==> config.mk <==
export PLATFORM = sky130hd
export DESIGN_NAME = npc_unit
export DESIGN_NICKNAME = d
export VERILOG_FILES = /design/src/rtl/npc_pkg.sv /design/src/rtl/npc_cond.sv /design/src/rtl/npc_target.sv /design/src/rtl/npc_link.sv /design/src/rtl/npc_unit.sv
export SDC_FILE = /design/constraint.sdc
export NUM_CORES = 1
export LEC_CHECK = 0
export ABC_AREA = 1
export BUFFER_PORTS_ARGS = -buffer_cell sky130_fd_sc_hd__buf_2
export CORE_MARGIN = 2
export CORE_UTILIZATION = 50
export CTS_CLUSTER_SIZE = 8
export DETAILED_ROUTE_END_ITERATION = 10
export PLACE_DENSITY = 0.83
export REMOVE_ABC_BUFFERS = 1
export SLEW_MARGIN = 30
export SYNTH_ARGS = -nofsm -noshare
export SYNTH_HDL_FRONTEND = slang
export SYNTH_SLANG_ARGS = --single-unit
==> constraint.sdc <==
create_clock -name clk -period 5.4 [get_ports clk]
set_clock_uncertainty 0.1 [all_clocks]
set_input_delay 0.27 -clock clk [delete_from_list [all_inputs] [get_ports clk]]
set_output_delay 0.27 -clock clk [all_outputs]
set_load 0.1 [all_outputs]
==> src/rtl/npc_pkg.sv <==
package npc_pkg;

    typedef enum logic [3:0] {
        FK_SEQ        = 4'd0,
        FK_BR_EQ      = 4'd1,
        FK_BR_NE      = 4'd2,
        FK_BR_GEZ     = 4'd3,
        FK_BR_GTZ     = 4'd4,
        FK_BR_LEZ     = 4'd5,
        FK_BR_LTZ     = 4'd6,
        FK_BR_GEZ_LNK = 4'd7,
        FK_BR_LTZ_LNK = 4'd8,
        FK_JMP        = 4'd9,
        FK_JMP_LNK    = 4'd10,
        FK_JREG       = 4'd11,
        FK_JREG_LNK   = 4'd12
    } flow_kind_e;

    typedef enum logic [1:0] {
        SRC_SEQ,
        SRC_BRANCH,
        SRC_DIRECT,
        SRC_REG
    } pc_src_e;

    typedef enum logic [2:0] {
        CMP_NONE,
        CMP_EQ,
        CMP_NE,
        CMP_GEZ,
        CMP_GTZ,
        CMP_LEZ,
        CMP_LTZ
    } cmp_op_e;

    typedef struct packed {
        pc_src_e src;
        cmp_op_e cmp;
        logic    link_always;
        logic    link_on_taken;
        logic    link_to_rd;
    } flow_ctl_t;

    function automatic flow_ctl_t decode_flow(input logic [3:0] code);
        flow_ctl_t c;
        c = '{src: SRC_SEQ, cmp: CMP_NONE, link_always: 1'b0,
              link_on_taken: 1'b0, link_to_rd: 1'b0};
        case (flow_kind_e'(code))
            FK_BR_EQ:      begin c.src = SRC_BRANCH; c.cmp = CMP_EQ;  end
            FK_BR_NE:      begin c.src = SRC_BRANCH; c.cmp = CMP_NE;  end
            FK_BR_GEZ:     begin c.src = SRC_BRANCH; c.cmp = CMP_GEZ; end
            FK_BR_GTZ:     begin c.src = SRC_BRANCH; c.cmp = CMP_GTZ; end
            FK_BR_LEZ:     begin c.src = SRC_BRANCH; c.cmp = CMP_LEZ; end
            FK_BR_LTZ:     begin c.src = SRC_BRANCH; c.cmp = CMP_LTZ; end
            FK_BR_GEZ_LNK: begin c.src = SRC_BRANCH; c.cmp = CMP_GEZ; c.link_on_taken = 1'b1; end
            FK_BR_LTZ_LNK: begin c.src = SRC_BRANCH; c.cmp = CMP_LTZ; c.link_on_taken = 1'b1; end
            FK_JMP:        begin c.src = SRC_DIRECT; end
            FK_JMP_LNK:    begin c.src = SRC_DIRECT; c.link_always = 1'b1; end
            FK_JREG:       begin c.src = SRC_REG; end
            FK_JREG_LNK:   begin c.src = SRC_REG; c.link_always = 1'b1; c.link_to_rd = 1'b1; end
            default:       ;
        endcase
        return c;
    endfunction

endpackage

==> src/rtl/npc_cond.sv <==
module npc_cond
    import npc_pkg::*;
#(
    parameter int XLEN = 32
) (
    input  cmp_op_e         op,
    input  logic [XLEN-1:0] a,
    input  logic [XLEN-1:0] b,
    output logic            holds
);
    logic is_neg;
    logic is_zero;

    assign is_neg  = a[XLEN-1];
    assign is_zero = (a == '0);

    always_comb begin
        case (op)
            CMP_EQ:  holds = (a == b);
            CMP_NE:  holds = (a != b);
            CMP_GEZ: holds = !is_neg;
            CMP_GTZ: holds = !is_neg && !is_zero;
            CMP_LEZ: holds = is_neg || is_zero;
            CMP_LTZ: holds = is_neg;
            default: holds = 1'b0;
        endcase
    end
endmodule

==> src/rtl/npc_target.sv <==
module npc_target #(
    parameter int XLEN  = 32,
    parameter int OFF_W = 16,
    parameter int JT_W  = 26
) (
    input  logic [XLEN-1:0]  pc_seq,
    input  logic [OFF_W-1:0] br_offset,
    input  logic [JT_W-1:0]  jump_field,
    output logic [XLEN-1:0]  br_tgt,
    output logic [XLEN-1:0]  jmp_tgt
);
    localparam int EXT_W = XLEN - OFF_W - 2;
    localparam int HI_W  = XLEN - JT_W - 2;

    logic [XLEN-1:0] disp;

    generate
        if (EXT_W > 0) begin : g_sext
            assign disp = {{EXT_W{br_offset[OFF_W-1]}}, br_offset, 2'b00};
        end else begin : g_nosext
            assign disp = {br_offset[XLEN-3:0], 2'b00};
        end

        if (HI_W > 0) begin : g_region
            assign jmp_tgt = {pc_seq[XLEN-1 -: HI_W], jump_field, 2'b00};
        end else begin : g_flat
            assign jmp_tgt = {jump_field[XLEN-3:0], 2'b00};
        end
    endgenerate

    assign br_tgt = pc_seq + disp;
endmodule

==> src/rtl/npc_link.sv <==
module npc_link
    import npc_pkg::*;
#(
    parameter int XLEN     = 32,
    parameter int RIDX_W   = 5,
    parameter int LINK_REG = 31
) (
    input  flow_ctl_t         ctl,
    input  logic              cond_true,
    input  logic [RIDX_W-1:0] rd_sel,
    input  logic [XLEN-1:0]   pc_seq,
    output logic              link_we,
    output logic [RIDX_W-1:0] link_sel,
    output logic [XLEN-1:0]   link_addr
);
    localparam logic [RIDX_W-1:0] RA_IDX = RIDX_W'(LINK_REG);

    assign link_we   = ctl.link_always | (ctl.link_on_taken & cond_true);
    assign link_sel  = ctl.link_to_rd ? rd_sel : RA_IDX;
    assign link_addr = pc_seq;
endmodule

==> src/rtl/npc_unit.sv <==
module npc_unit
    import npc_pkg::*;
#(
    parameter int          XLEN       = 32,
    parameter int          OFF_W      = 16,
    parameter int          JT_W       = 26,
    parameter int          RIDX_W     = 5,
    parameter int          LINK_REG   = 31,
    parameter logic [31:0] START_ADDR = 32'h0040_0000
) (
    input  logic              clk,
    input  logic              rst,
    input  logic [3:0]        flow_kind,
    input  logic [OFF_W-1:0]  br_offset,
    input  logic [JT_W-1:0]   jump_field,
    input  logic [XLEN-1:0]   rs_value,
    input  logic [XLEN-1:0]   cmp_a,
    input  logic [XLEN-1:0]   cmp_b,
    input  logic [RIDX_W-1:0] rd_sel,
    output logic [XLEN-1:0]   pc,
    output logic [XLEN-1:0]   pc_next,
    output logic              redirect,
    output logic              link_we,
    output logic [RIDX_W-1:0] link_sel,
    output logic [XLEN-1:0]   link_addr
);
    localparam logic [XLEN-1:0] STEP  = XLEN'(4);
    localparam logic [XLEN-1:0] RST_PC = XLEN'(START_ADDR);

    flow_ctl_t       ctl;
    logic            cond_true;
    logic [XLEN-1:0] pc_seq;
    logic [XLEN-1:0] br_tgt;
    logic [XLEN-1:0] jmp_tgt;

    assign ctl    = decode_flow(flow_kind);
    assign pc_seq = pc + STEP;

    npc_cond #(.XLEN(XLEN)) cond_i (
        .op    (ctl.cmp),
        .a     (cmp_a),
        .b     (cmp_b),
        .holds (cond_true)
    );

    npc_target #(.XLEN(XLEN), .OFF_W(OFF_W), .JT_W(JT_W)) tgt_i (
        .pc_seq     (pc_seq),
        .br_offset  (br_offset),
        .jump_field (jump_field),
        .br_tgt     (br_tgt),
        .jmp_tgt    (jmp_tgt)
    );

    npc_link #(.XLEN(XLEN), .RIDX_W(RIDX_W), .LINK_REG(LINK_REG)) link_i (
        .ctl       (ctl),
        .cond_true (cond_true),
        .rd_sel    (rd_sel),
        .pc_seq    (pc_seq),
        .link_we   (link_we),
        .link_sel  (link_sel),
        .link_addr (link_addr)
    );

    always_comb begin
        case (ctl.src)
            SRC_BRANCH: begin
                pc_next  = cond_true ? br_tgt : pc_seq;
                redirect = cond_true;
            end
            SRC_DIRECT: begin
                pc_next  = jmp_tgt;
                redirect = 1'b1;
            end
            SRC_REG: begin
                pc_next  = rs_value;
                redirect = 1'b1;
            end
            default: begin
                pc_next  = pc_seq;
                redirect = 1'b0;
            end
        endcase
    end

    always_ff @(posedge clk) begin
        if (rst) pc <= RST_PC;
        else     pc <= pc_next;
    end

    assert_reset_start_R1: assert property (@(posedge clk)
        rst |=> (pc == RST_PC));

    assert_seq_step_R2: assert property (@(posedge clk) disable iff (rst)
        (flow_kind == FK_SEQ) |=> (pc == $past(pc) + STEP));

    assert_ne_fallthrough_R4: assert property (@(posedge clk) disable iff (rst)
        (flow_kind == FK_BR_EQ && cmp_a != cmp_b) |=> (pc == $past(pc) + STEP));

    assert_cond_link_gated_R6: assert property (@(posedge clk) disable iff (rst)
        (ctl.link_on_taken && !cond_true) |-> !link_we);

    assert_jump_field_R7: assert property (@(posedge clk) disable iff (rst)
        (flow_kind == FK_JMP) |=> (pc[1:0] == 2'b00 && pc[JT_W+1:2] == $past(jump_field)));

    assert_reg_jump_R9: assert property (@(posedge clk) disable iff (rst)
        (flow_kind == FK_JREG || flow_kind == FK_JREG_LNK) |=> (pc == $past(rs_value)));

endmodule

# --- After elaboration in Yosys (flattened, before gate mapping) ---
# Index checks and enable logic that the tools add are counted.
op_classes:
  n_addsub: 2
  n_eq_ne: 23
  muxes: 10
  n_bitwise: 2
  reduce_logical: 13
op_table:
  columns: ["op", "count"]
  rows:
  - ["$pmux 32 s3", 1]
  - ["$add 32x3->32 const B", 1]
  - ["$add 32x32->32", 1]
  - ["$eq 32x32->1", 1]
  - ["$logic_not 32->1", 1]
  - ["$mux 32", 1]
  - ["$ne 32x32->1", 1]
  - ["$eq 4x4->1 const B", 5]
  - ["$pmux 3 s6", 1]
  - ["$eq 4x3->1 const B", 4]
  - ["$reduce_or 2->1", 7]
  - ["$eq 3x3->1 const B", 3]
  - ["$eq 4x2->1 const B", 2]
  - ["$reduce_or 8->1", 1]
  - ["$eq 3x2->1 const B", 2]
  - ["$pmux 1 s6", 1]
  - ["$pmux 2 s3", 1]
  - ["$mux 5", 1]
  - ["$eq 2x2->1 const B", 2]
  - ["$eq 4x1->1 const B", 1]
  - ["$eq 3x1->1 const B", 1]
  - ["$mux 1", 3]
  - ["$eq 2x1->1 const B", 1]
  - ["$logic_not 1->1", 2]
  - ["other kinds (5)", 5]
word_totals:
  ff_bits: 32
  in_bits: 149
  out_inout_bits: 103

# --- Depth between registers and ports, before layout ---
logic_depth:
  word_depth: 7
  depth_mapped: 26

# --- Cells and area by module ---
# From an unflattened synthesis, not the netlist that was laid out.
unflattened:
  cells_unflattened: 1240
  hier_area_um2: 6754.0
modules_own_cells:
  columns: ["mod", "instances", "cells_each", "area_each_um2", "seq_area_each_um2"]
  rows:
  - ["npc_unit", 1, 586, 3318.2, 640.6]
  - ["npc_target", 1, 481, 2489.9, 0.0]
  - ["npc_cond", 1, 128, 656.9, 0.0]
  - ["npc_link", 1, 45, 289.0, 0.0]

# --- Worst setup path before layout ---
# Ideal clock, no wire load.
synth_path:
  kind: "register to register"
  startpoint: "register pc[2]"
  endpoint: "register pc[21]"
  arrival_ns: 5.744
  t_required_ns: 5.182
  slack_ns: -0.562
  stages_incl_launch_ff: 20
  n_path_buf: 0
  synth_period_minus_slack_ns: 5.962
  cell_sequence: "dfxtp_1 ha_1 nand3_1 inv_1 nand2_1 inv_2 nand2_1 nor3_1 xor2_1 ha_1 a21oi_1 o21bai_1 a21oi_1 nand2_1 nor2_1 nor2_1 nand2_1 nand3b_1 nand2_1 inv_1"
synth_via:
  elab_chain_cells: 4
synth_lines:
  columns: ["item", "line_no", "source"]
  rows:
  - ["from (decl)", "npc_unit.sv:20", "output logic [XLEN-1:0] pc,"]
  - ["from (signal assigned)", "npc_unit.sv:87", "else pc <= pc_next;"]
  - ["$add 32x3->32", "npc_unit.sv:37", "assign pc_seq = pc + STEP;"]
  - ["named net link_addr[18]", "npc_unit.sv:25", "output logic [XLEN-1:0] link_addr"]
  - ["$add 32x32->32", "npc_target.sv:31", "assign br_tgt = pc_seq + disp;"]
  - ["$mux 32", "npc_unit.sv:67", "pc_next = cond_true ? br_tgt : pc_seq;"]
  - ["$pmux 32 s3", "npc_unit.sv:65", "case (ctl.src)"]
  - ["named net pc_next[21]", "npc_unit.sv:21", "output logic [XLEN-1:0] pc_next,"]
# The timed path passes the listed nets, and every way through them passes these cells.
# A chain may end at the register's enable or synchronous reset.

# --- Worst setup path in the final report ---
layout_path:
  startpoint: "register pc[2]"
  endpoint: "output pc_next[24]"
layout_via:
  elab_chain_cells: 4
layout_lines:
  columns: ["item", "line_no"]
  rows:
  - ["$add 32x3->32 *", "npc_unit.sv:37"]
  - ["$add 32x32->32", "npc_target.sv:31"]
  - ["$mux 32", "npc_unit.sv:67"]
  - ["$pmux 32 s3 *", "npc_unit.sv:65"]
  - ["to (decl)", "npc_unit.sv:21"]
# Every way passes the cells marked *; elsewhere a longest branch is shown, timed or not.

==> flow_summary.json <==
{
  "synthDominantCellAreaShare_pct": 20.13,
  "fp.dieH_um": 108.3,
  "holdBufCountCts": 0,
  "globalRouteOverflowTotal": 0,
  "yosysSeqAreaShare_pct": 11.77,
  "swShare_pct": 67.24,
  "antenna_found_initial": 0,
  "n_antenna_cell": 0,
  "critPathMaxStageDelay_ns": 0.43,
  "drtAntennaViolNets": 0,
  "cts.path.max_buffers": 2,
  "drive_gt1_share_pct": 25.50,
  "cts-resized-gates": 0,
  "num_vias": 7111,
  "wl_um": 20790,
  "slew_headroom_pct": 54.01,
  "root_buffer": "clkbuf_8",
  "htreeDepth": 2,
  "area_growth_pct": 26.34,
  "seq_area_um2": 640.6,
  "netSwitchingPower_mw": 1.448,
  "period_share_pct": 85.02,
  "synth.cell_area_um2": 5444,
  "largest_reg_flops": 32,
  "top_register": "pc",
  "route.detailed.drc": 0,
  "chipWidth_um": 108.3,
  "nets": 1390,
  "synth-edff-count": 0,
  "crit_chain": "ha_1 -> nand3_1 -> inv_1 -> nand2_1 -> inv_2 -> nand2_1 -> nor3_1 -> nand2_1 -> xor2_1 -> inv_1 -> ha_1 -> nand2_1 -> nor2_1 -> nand4_1 -> or2_2 -> nand3_1 -> nand2_1 -> nand3_1 -> nand2_1 -> nand2_1 -> nand2_1 -> inv_1 -> buf_2",
  "comb_power_share_pct": 76.9,
  "async_flop_share_pct": 0,
  "synth_seq_cells": 32,
  "core.rowCount": 38,
  "drtPass1Iterations": 7,
  "place_inst": 1340,
  "start_kind": "register",
  "critical_path_required_ns": 5.03,
  "yosys_warnings": 0,
  "cts.sinks": 32,
  "grt_util_all_layers_pct": 33.95,
  "r2r_slack_ns": 1.66,
  "cap_viol_max_count": 0,
  "synthCells": 965,
  "peakVddDrop_v": 0.0002647,
  "path_class": "reg2out",
  "final_cells": 1348,
  "grt_max_degree": 28,
  "p_per_area_nw_per_um2": 313.2,
  "crit_path_max_fanout": 6,
  "cts_tree": "yes",
  "wl_per_cell_um": 15.42,
  "crit_arrival_ns": 4.22,
  "clockPowerShare_pct": 9.1,
  "p_leak_nw": 3.941,
  "synth_largest_area_cell": "nand2_1",
  "grt_pass1_vias": 6255,
  "finalCriticalPeriod_ns": 4.591,
  "hold_class": "in2reg",
  "path_common_cell": "nand2_1",
  "layout_common_cells": "nand2_1 (291), buf_2 (251), inv_1 (135)",
  "synth_cell_type_count": 42,
  "initial_core_util_pct": 50.66,
  "first_iter_violations": 547,
  "drv_slew": 0,
  "max_slew.worst_pin.slew_ns": 0.6883,
  "synth_ff_type": "dfxtp_1",
  "critical_path.startpoint": "pc[2]$_SDFF_PP0_",
  "setup_viol": 0,
  "viasPerCell": 5.275,
  "p_int_uw": 705.7,
  "dieArea_um2": 11740,
  "utilization_pct": 64.01,
  "slowest_stage": "dfxtp_1",
  "max_freq_ghz": 0.2178,
  "clkTransAtPathRegs_ns": 0.07,
  "r2r_cells": 21,
  "cts_buffers": 5,
  "fin_area_um2": 6878,
  "place_area_um2": 6784,
  "fillers": 1114,
  "cp-endpoint": "pc_next[24]",
  "rsz0062_at_grt": "false",
  "timing.rr.end": "pc[24]$_SDFF_PP0_",
  "pwr-share-seq_pct": 14.1,
  "final_common_cell": "nand2_1",
  "syn_area_per_cell_um2": 5.641,
  "final_hold_viol_count": 0,
  "coreArea_um2": 10750,
  "port_buffers": 251,
  "clk_latency_ns": 0.29,
  "gp_congestion": 1.003,
  "io_pins": 252,
  "hpwl_um": 17520,
  "reg2reg_from": "pc[2]$_SDFF_PP0_",
  "yosys-top-cells-area": "nand2_1 (20%), dfxtp_1 (12%), inv_1 (9.3%)",
  "grt_first_pass_wirelength_um": 30940,
  "outcome": "complete, no violations",
  "multiInputGateArea_um2": 4160,
  "endpoint_kind": "output port",
  "cts_setup_buffers": 0,
  "top_regs": "pc (32)"
}
layer usage:
metal  wire [um]  GRT usage, %  share of wire, %  vias to the layer above
li1            -             -                 -                     3572
met1        8230         40.35                40                     3108
met2        9685         59.25                47                      367
met3        1892         6.872               9.1                       64
met4         979         14.38               4.7                        0
met5           0             0                 0                        -
per-stage QoR:
step	setup slack, ns	total power [mW]	setup TNS (ns)	hold WS (ns)
3_5_place_dp	1.191	1.947	0	0.3985
5_1_grt	0.3961	2.264	0	0.1815
6_report	0.8092	2.154	0	0.1675
4_1_cts	0.8701	2.141	0	0.1770
3_3_place_gp	1.314	1.944	0	0.3919
2_1_floorplan	-0.5748	1.610	-9.047	0.2391
power by group through the flow:
stage / logic [mW] / registers (mW) / clock network [mW]
floorplan: 1.10 / 0.513 / 0
global route: 1.75 / 0.306 / 0.206
global placement: 1.64 / 0.306 / 0
finish: 1.66 / 0.303 / 0.196
CTS: 1.65 / 0.301 / 0.194
detailed placement: 1.64 / 0.306 / 0
kinds of logic (layout without fill, tap and decap cells):
logic type | count (synthesis) | after routing | share of synthesized area [%]
adder cells (fa/ha/maj) | 34 | 34 | 7.952
flip-flops | 32 | 32 | 11.77
XOR/XNOR | 60 | 60 | 9.653
AND/OR/NAND/NOR | 560 | 560 | 44.75
buffers and inverters | 161 | 404 | 11.86
AO/OA/AOI/OAI | 118 | 118 | 14.02
cell type report:
cell class              count  share of cell area, %
well taps                 140                  2.547
multi-input cells         772                  60.49
clock inverters             1                 0.1092
inverters                 143                  7.804
clock buffers               7                  1.255
repair buffers            253                  18.48
flip-flops and latches     32                  9.314
worst max-delay path, delay by kind of cell, from the launching register on:
kind | cells | cell delay (ns)
buf+inv | 5 | 0.75
xor+xnor | 1 | 0.19
simple gates | 15 | 1.96
fa+ha+maj | 2 | 0.60
flops | 1 | 0.43
Yosys cell counts, types with 4 or more instances:
cell      number
nand2_1      292
inv_1        135
nor2_1       119
nand3_1       72
a21oi_1       44
xnor2_1       37
ha_1          33
dfxtp_1       32
xor2_1        23
nor3_1        20
o21ai_0       18
a22o_1        17
or2_2         17
nand4_1       12
o21bai_1      12
a21o_1         9
a221oi_1       9
inv_2          8
buf_2          6
nand2_2        5
a31oi_1        4
clkbuf_1       4
nand3b_1       4
how the worst min path moves through the flow:
| stage | startpoint | cells after the start | end |
|---|---|---|---|
| floorplan | rst | 1 | pc[0]$_SDFF_PP0_ |
| global placement | pc[1]$_SDFF_PP0_ | 2 | pc[1]$_SDFF_PP0_ |
| detailed placement | pc[1]$_SDFF_PP0_ | 2 | pc[1]$_SDFF_PP0_ |
| CTS | rs_value[0] | 3 | pc[0]$_SDFF_PP0_ |
| global route | rs_value[0] | 3 | pc[0]$_SDFF_PP0_ |
| finish | rs_value[0] | 3 | pc[0]$_SDFF_PP0_ |
Power figures use the tool's default switching activity.
